==> config.mk <==
export PLATFORM = sky130hd
export DESIGN_NAME = pgmchk_seq
export DESIGN_NICKNAME = d
export VERILOG_FILES = /design/src/rtl/pgmchk_pkg.sv /design/src/rtl/pgmchk_rst_sync.sv /design/src/rtl/pgmchk_legal.sv /design/src/rtl/pgmchk_cmp.sv /design/src/rtl/pgmchk_seq.sv
export SDC_FILE = /design/constraint.sdc
export NUM_CORES = 1
export LEC_CHECK = 0
export ABC_AREA = 1
export BUFFER_PORTS_ARGS = -buffer_cell sky130_fd_sc_hd__buf_2
export CAP_MARGIN = 10
export CORE_UTILIZATION = 30
export DETAILED_ROUTE_END_ITERATION = 6
export PLACE_DENSITY_LB_ADDON = 0.08
export SLEW_MARGIN = 20
export SYNTH_ARGS = -nofsm -noshare
export SYNTH_HDL_FRONTEND = slang
export SYNTH_SLANG_ARGS = --single-unit
==> constraint.sdc <==
create_clock -name clk -period 0.8 [get_ports clk]
set_clock_uncertainty 0.05 [all_clocks]
set_input_delay 0.04 -clock clk [delete_from_list [all_inputs] [get_ports clk]]
set_output_delay 0.04 -clock clk [all_outputs]
set_load 0.1 [all_outputs]
==> src/rtl/pgmchk_pkg.sv <==
package pgmchk_pkg;
  localparam int BYTE_W     = 8;
  localparam int WORD_BYTES = 4;
  localparam int WORD_W     = BYTE_W * WORD_BYTES;
  localparam int OFS_W      = $clog2(WORD_BYTES);

  localparam logic [7:0] MCODE_USER    = 8'h01;
  localparam logic [7:0] MCODE_FACTORY = 8'h02;

  typedef enum logic [1:0] {
    ST_IDLE  = 2'd0,
    ST_CHECK = 2'd1,
    ST_RD1   = 2'd2,
    ST_RD0   = 2'd3
  } pc_state_e;

  typedef enum logic {
    LVL_USER    = 1'b0,
    LVL_FACTORY = 1'b1
  } mlevel_e;

  typedef enum logic {
    POL_ONES  = 1'b0,
    POL_ZEROS = 1'b1
  } mpol_e;

  typedef struct packed {
    logic align_bad;
    logic range_bad;
    logic code_bad;
    logic mode_bad;
  } pc_fault_t;
endpackage

==> src/rtl/pgmchk_rst_sync.sv <==
module pgmchk_rst_sync #(
  parameter int STAGES = 2
) (
  input  logic clk,
  input  logic rst_n,
  output logic rst_sync_n
);
  logic [STAGES-1:0] sh_q;

  always_ff @(posedge clk or negedge rst_n) begin
    if (!rst_n) sh_q <= '0;
    else        sh_q <= {sh_q[STAGES-2:0], 1'b1};
  end

  assign rst_sync_n = sh_q[STAGES-1];
endmodule

==> src/rtl/pgmchk_legal.sv <==
module pgmchk_legal
  import pgmchk_pkg::*;
#(
  parameter int ADDR_W      = 20,
  parameter int FLASH_BYTES = 131072
) (
  input  logic [ADDR_W-1:0] addr,
  input  logic [7:0]        mcode,
  input  logic              allowed,
  output pc_fault_t         fault,
  output logic              any_fault,
  output mlevel_e           level
);
  localparam logic [ADDR_W:0] LIMIT = (ADDR_W+1)'(FLASH_BYTES);

  logic code_user, code_fact;

  assign code_user = (mcode == MCODE_USER);
  assign code_fact = (mcode == MCODE_FACTORY);

  always_comb begin
    fault.align_bad = |addr[OFS_W-1:0];
    fault.range_bad = ({1'b0, addr} >= LIMIT);
    fault.code_bad  = !(code_user || code_fact);
    fault.mode_bad  = !allowed;
  end

  assign any_fault = |fault;
  assign level     = code_fact ? LVL_FACTORY : LVL_USER;
endmodule

==> src/rtl/pgmchk_cmp.sv <==
module pgmchk_cmp
  import pgmchk_pkg::*;
(
  input  logic [WORD_BYTES-1:0][BYTE_W-1:0] exp_bytes,
  input  logic [WORD_W-1:0]                 rd_data,
  output logic                              mismatch
);
  logic [WORD_W-1:0]     exp_word;
  logic [WORD_BYTES-1:0] lane_diff;

  for (genvar g = 0; g < WORD_BYTES; g++) begin : g_lane
    // byte g sits at byte offset g from the start address
    assign exp_word[g*BYTE_W +: BYTE_W] = exp_bytes[g];
    assign lane_diff[g] = |(exp_word[g*BYTE_W +: BYTE_W] ^ rd_data[g*BYTE_W +: BYTE_W]);
  end

  assign mismatch = |lane_diff;
endmodule

==> src/rtl/pgmchk_seq.sv <==
module pgmchk_seq
  import pgmchk_pkg::*;
#(
  parameter int ADDR_W      = 20,
  parameter int FLASH_BYTES = 131072
) (
  input  logic                  clk,
  input  logic                  rst_n,
  input  logic                  cmd_launch,
  input  logic [ADDR_W-1:0]     cmd_addr,
  input  logic [7:0]            cmd_margin,
  input  logic                  cmd_allowed,
  input  logic [7:0]            exp_b0,
  input  logic [7:0]            exp_b1,
  input  logic [7:0]            exp_b2,
  input  logic [7:0]            exp_b3,
  output logic                  done_flag,
  output logic                  acc_err,
  output logic                  mgn_fail,
  output logic                  rd_req,
  output logic [ADDR_W-3:0]     rd_word_addr,
  output logic                  rd_level,
  output logic                  rd_pol,
  input  logic                  rd_valid,
  input  logic [31:0]           rd_data
);
  logic rst_sync_n;

  pc_state_e state_q, state_d;
  logic done_q, done_d;
  logic err_q, err_d;
  logic fail_q, fail_d;
  logic req_q, req_d;
  logic mis1_q, mis1_d;
  mpol_e pol_q, pol_d;
  mlevel_e lvl_q, lvl_d;
  logic cap_en;

  logic [ADDR_W-1:0]                 addr_q;
  logic [7:0]                        code_q;
  logic                              allow_q;
  logic [WORD_BYTES-1:0][BYTE_W-1:0] exp_q;

  pc_fault_t fault;
  logic      any_fault;
  mlevel_e   level;
  logic      mismatch;

  pgmchk_rst_sync #(.STAGES(2)) u_rst (
    .clk        (clk),
    .rst_n      (rst_n),
    .rst_sync_n (rst_sync_n)
  );

  pgmchk_legal #(.ADDR_W(ADDR_W), .FLASH_BYTES(FLASH_BYTES)) u_legal (
    .addr      (addr_q),
    .mcode     (code_q),
    .allowed   (allow_q),
    .fault     (fault),
    .any_fault (any_fault),
    .level     (level)
  );

  pgmchk_cmp u_cmp (
    .exp_bytes (exp_q),
    .rd_data   (rd_data),
    .mismatch  (mismatch)
  );

  // command capture, enabled only for an accepted launch
  always_ff @(posedge clk) begin
    if (cap_en) begin
      addr_q   <= cmd_addr;
      code_q   <= cmd_margin;
      allow_q  <= cmd_allowed;
      exp_q[0] <= exp_b0;
      exp_q[1] <= exp_b1;
      exp_q[2] <= exp_b2;
      exp_q[3] <= exp_b3;
    end
  end

  always_comb begin
    state_d = state_q;
    done_d  = done_q;
    err_d   = err_q;
    fail_d  = fail_q;
    req_d   = 1'b0;
    mis1_d  = mis1_q;
    pol_d   = pol_q;
    lvl_d   = lvl_q;
    cap_en  = 1'b0;
    unique case (state_q)
      ST_IDLE: begin
        if (cmd_launch) begin
          cap_en  = 1'b1;
          done_d  = 1'b0;
          err_d   = 1'b0;
          fail_d  = 1'b0;
          state_d = ST_CHECK;
        end
      end
      ST_CHECK: begin
        if (any_fault) begin
          err_d   = 1'b1;
          done_d  = 1'b1;
          state_d = ST_IDLE;
        end else begin
          req_d   = 1'b1;
          pol_d   = POL_ONES;
          lvl_d   = level;
          mis1_d  = 1'b0;
          state_d = ST_RD1;
        end
      end
      ST_RD1: begin
        if (rd_valid) begin
          mis1_d  = mismatch;
          req_d   = 1'b1;
          pol_d   = POL_ZEROS;
          state_d = ST_RD0;
        end
      end
      ST_RD0: begin
        if (rd_valid) begin
          fail_d  = mis1_q | mismatch;
          done_d  = 1'b1;
          state_d = ST_IDLE;
        end
      end
      default: state_d = ST_IDLE;
    endcase
  end

  always_ff @(posedge clk or negedge rst_sync_n) begin
    if (!rst_sync_n) begin
      state_q <= ST_IDLE;
      done_q  <= 1'b1;
      err_q   <= 1'b0;
      fail_q  <= 1'b0;
      req_q   <= 1'b0;
      mis1_q  <= 1'b0;
      pol_q   <= POL_ONES;
      lvl_q   <= LVL_USER;
    end else begin
      state_q <= state_d;
      done_q  <= done_d;
      err_q   <= err_d;
      fail_q  <= fail_d;
      req_q   <= req_d;
      mis1_q  <= mis1_d;
      pol_q   <= pol_d;
      lvl_q   <= lvl_d;
    end
  end

  assign done_flag    = done_q;
  assign acc_err      = err_q;
  assign mgn_fail     = fail_q;
  assign rd_req       = req_q;
  assign rd_word_addr = addr_q[ADDR_W-1:OFS_W];
  assign rd_level     = lvl_q;
  assign rd_pol       = pol_q;
endmodule

* Yosys cells after proc, flatten, opt, wreduce, memory -nomap -nowiden
Cells that the tools add are included.
Word-level totals: register bits 72, bits of input ports 97
Operators by class: magnitude comparators 1, equal/unequal tests 10, multiplexer cells 22, bitwise gates (word level) 6, reduce and logical (&&, ||, !) cells 16
Operators by type and width (number):
- OR reduction 32 bit | 1
- bitwise XOR 8 bit | 4
- greater-or-equal comparator 20 x 18 -> 1 bit, second input constant | 1
- AND reduction 3 bit | 4
- 2-to-1 mux 1 bit | 11
- inequality test 2 bit, second input constant | 5
- case mux 1 bit (2 select lines) | 5
- == test 8 x 1 -> 1 bit, second input constant | 1
- == test 8 x 2 -> 1 bit, second input constant | 1
- 2-to-1 mux 2 bit | 4
- case mux 2 bit (4 select lines) | 1
- nonzero test 2 bit | 3
- OR reduction 5 bit | 1
- == test 2 bit, second input constant | 2
- AND reduction 4 bit | 1
- case mux 1 bit (3 select lines) | 1
- nonzero test 3 bit | 1
- == test 2 x 1 -> 1 bit, second input constant | 1
- zero test 1 bit | 2
- zero test 2 bit | 1
- AND reduction 2 bit | 1
- logical OR 1 bit | 1
- NOT 1 bit | 1
- OR 1 bit | 1

* Logic depth before layout (Yosys ltp)
depth after elaboration 6, mapped depth 10, mapped depth without buffers 10

* By module
Synthesis repeated with hierarchy kept, for this count alone.
Second synthesis, totals: cells, all modules 252, area total of the unflattened synthesis 3075.4 um^2
By module, submodules not included:
- pgmchk_seq | times used 1, cells each 142, area an instance 2476.1 um^2
- pgmchk_cmp | times used 1, cells each 87, area an instance 456.7 um^2
- pgmchk_legal | times used 1, cells each 20, area an instance 88.8 um^2
- pgmchk_rst_sync | times used 1, cells each 3, area an instance 53.8 um^2

* Worst setup path before layout
No wires, ideal clock.
path kind register to register, start reg state_q[0], end reg addr_q[0], enable pin, library setup time 415 ps, arrival time 1978 ps, slack -1643 ps, cell stages (with the launch flop) 5, path buffers 0, clock period less this slack 2443 ps, cell sequence dfrtp_1 -> inv_1 -> ha_1 -> nand2_1 -> inv_1
On the way: word-level cells in the longest chain between the ends 2
Ends and longest elaborated chain:
- start: declaration | line pgmchk_seq.sv:29 | pc_state_e state_q, state_d;
- start signal: assignment | line pgmchk_seq.sv:146 | state_q <= state_d;
- zero test 2 bit | line pgmchk_seq.sv:93 | unique case (state_q)
- 2-to-1 mux 1 bit | line pgmchk_seq.sv:93
- net cap_en | line pgmchk_seq.sv:37 | logic cap_en;
- end signal: assignment | line pgmchk_seq.sv:73 | addr_q <= cmd_addr;
- end: declaration | line pgmchk_seq.sv:39 | logic [ADDR_W-1:0] addr_q;
The timed path passes the listed nets, and every way through them passes these cells. A chain may end at the register's enable or synchronous reset.

==> run_results.csv <==
group,metric,value,unit
clock_tree,ctsHtreeMaxLevel,3,
global_routing,grt_pass1_vias,2632,
cells_and_area,num_antenna_cells,0,
flow_run,max_cap_violations,0,
global_routing,grt-ovfl-total,0,
clock_tree,cts.sinks,72,
clock_tree,cts_tree,"done",
global_routing,grt_pass1_wl,11.4,mm
floorplan,initial_utilization,31.5,%
logic_synthesis,synth.ff_latch_count,72,
power_and_ir_drop,p_seq_share,40.0,%
logic_synthesis,yosysWarnings,0,
floorplan,ios,121,
worst_setup_path,crit_required,800,ps
cells_and_area,area_growth,70.6,%
clock_tree,cts_hold_buf,63,
clock_tree,root_buffer,"clkbuf_8",
floorplan,die_y,104,um
power_and_ir_drop,peakVddDrop,1.47,mV
drt,viasPerCell,3.93,
run_status,violations,"hold timing, setup timing",
drt,antenna_left,0,
sta,layout_setup_ws,-657,ps
worst_setup_path,critPathArrivalTime,1450,ps
drt,wl_per_cell,11.0,um
floorplan,die-area,10800,sq um
place,gp_congestion,0.723,
sta,fin_setup_tns,-49970,ps
floorplan,die-width,104,um
clock_tree,clkTransAtPathRegs,80,ps
logic_synthesis,synth_area,3120,sq um
logic_synthesis,ys_types,23,
power_and_ir_drop,comb_power_share,38.8,%
worst_setup_path,cp_max_fo,28,
worst_setup_path,worstSetupPathType,"reg2reg",
sta,rsz0062_at_grt,"yes",
sta,hold_violations,1,
sta,clock.fmax,686,MHz
global_routing,grt_usage,13.6,%
power_and_ir_drop,p_int,8.70,mW
drt,drc_errors,0,
worst_setup_path,critical_path.startpoint_type,"register",
power_and_ir_drop,powerDensity,2530,nW/um^2
cells_and_area,drive_above_1_share,42.5,%
drt,drtIter0Drc,78,
sta,whs,-24.6,ps
power_and_ir_drop,clock_power_share,21.2,%
drt,vias,2392,
min_path,hold_class,"in2reg",
worst_setup_path,worstSetupEndpointType,"register",
sta,layout_min_cycle_time,1460,ps
clock_tree,clk_path_buf_depth,2,
logic_synthesis,syn_inst,266,
logic_synthesis,seq_area_frac_synth,67.6,%
global_routing,antenna_found_initial,0,
clock_tree,cts_made_buffers,9,
drt,routed_wirelength,6.71,mm
floorplan,coreArea,9910,sq um
power_and_ir_drop,switching_share,35.3,%
clock_tree,clock_latency,350,ps
run_status,outcome,"finished with violations",
sta,report.final.slew_viol_count,0,
power_and_ir_drop,power.leakage,2.36,nW
place,io_buffers,120,
cells_and_area,fin_nets,573,
logic_synthesis,synth_fp_nets,368,
sta,fin_crit_sh,182,%
sta,setup_violations,94,
worst_setup_path,critPathMaxStageDelay,390,ps
cells_and_area,fin_util,53.7,%
floorplan,row_count,36,
worst_setup_path,crit_chain,"inv_2 -> buf_6 -> ha_4 -> nand2_4 -> clkinvlp_4 -> buf_12",
worst_setup_path,critPathSlowestCell,"dfrtp_1",
global_routing,grt_max_degree,29,
drt,first_pass_iters,4,
place,dp_hpwl,4.60,mm
power_and_ir_drop,p_sw,4.75,mW
logic_synthesis,syn_area_per_cell,11.7,sq um
cells in the mapped netlist:
master	count	area, sq um
mux2i_1	1	10.0
buf_4	18	135
a21oi_1	1	5.00
nand4_1	1	6.26
ha_1	5	62.6
edfxtp_1	61	1830
conb_1	1	3.75
a21o_1	1	7.51
a21oi_2	1	8.76
inv_1	36	135
nand2_1	75	282
nor3_1	1	5.00
nand3_1	4	20.0
o211ai_2	1	12.5
dfrtp_1	10	250
nor2_1	18	67.6
xnor2_1	21	184
a21boi_0	1	7.51
nand2_4	1	11.3
nor3_4	1	16.3
dfstp_2	1	26.3
nand2_2	2	12.5
o21ai_0	4	20.0
metrics by stage:
step	area, sq um	worst slack (ps)	power, mW	cells
2_1_floorplan	3150	-1180	8.29	266
3_3_place_gp	4320	-650	10.0	521
3_5_place_dp	4320	-705	10.1	521
4_1_cts	5280	-677	13.5	607
5_1_grt	5320	-734	14.1	608
6_report	5320	-657	13.5	608
placed cells by master, fill, tap and decap left out, types with 3 or more instances in the layout:
cell type,count
buf_4,19
edfxtp_1,61
nand2_1,69
nand2_2,7
dfrtp_1,4
inv_1,31
buf_12,26
nand3_1,3
clkinvlp_4,4
inv_2,4
buf_6,8
dfrtp_2,6
buf_2,96
dlygate4sd3_1,63
xnor2_1,20
clkbuf_8,9
nor2_1,14
ha_4,3
o21ai_1,4
nor2_2,4
logic make-up (layout without fill, tap and decap cells):
kind of cell	after synthesis	after routing	synth area share (%)
xor gates and xnor gates	21	21	5.89
and+or+nand+nor	103	103	13.5
buffers and inverters	54	263	8.66
DFF	72	72	67.6
muxes	1	1	0.321
adders and majority gates	5	5	2.00
other	1	1	0.120
AOI/OAI and AO/OA	9	9	1.96
sequential cells by signal, summed over array words and instances, names as in the netlist, named ones only:
name,cells
done_flag,1
rd_level,1
mgn_fail,1
acc_err,1
rd_pol,1
rd_req,1
exp_q,32
u_rst.sh_q,2
addr_q,20
allow_q,1
code_q,8
mis1_q,1
state_q,1
path summary, 6_finish.rpt:
path                                from  slack [ps]  cells after the start       endpoint
max                             register        -660                      6      exp_q[24]
min                             rd_valid         -20                      3         rd_req
max reg2reg                     register        -660                      6      exp_q[24]
min reg2reg                u_rst.sh_q[1]         110                      0         mis1_q
max in group asynchronous          rst_n         100                      3  u_rst.sh_q[0]
min in group asynchronous  u_rst.sh_q[1]         110                      0         mis1_q
power by group through the flow:
stage          Sequential (mW)  Combinational [mW]  Clock, mW
2_1_floorplan             5.83                2.46          0
3_3_place_gp              5.43                4.62          0
3_5_place_dp              5.45                4.65          0
4_1_cts                   5.38                5.16       2.95
5_1_grt                   5.46                5.56       3.09
6_report                  5.38                5.22       2.85
area by class of cell:
cell class / count / area [sq um]
Clock buffer: 9 / 124
Clock inverter: 6 / 70.1
Fill cell: 881 / 4590
Inverter: 36 / 139
Multi-Input combinational cell: 140 / 840
Sequential cell: 72 / 2120
Tap cell: 133 / 166
Timing Repair Buffer: 212 / 1860
critical path, delay by kind of cell (launching register included):
kind | cells | cell delay, ps
buffers and inverters | 4 | 520
adder cells (fa/ha/maj) | 1 | 140
AND/OR/NAND/NOR | 1 | 50
flip-flops | 1 | 390
timing repair:
| action | 4_1_cts | 5_1_grt |
|---|---|---|
| hold endpoints to repair | 64 | 1 |
| setup buffers | 10 | 4 |
| gates resized for setup | 26 | 14 |
| endpoints found under the setup margin | 94 | 94 |
| pin swaps | 8 | 9 |
per-layer routing:
layer	share of wire [%]	GRT usage, %	vias to the layer above
li1	-	-	1241
met1	42	14.4	1053
met2	49	24.2	88
met3	7.7	4.82	10
met4	1.3	5.82	0
met5	0	0	-
(Power assumes the default switching activity.)
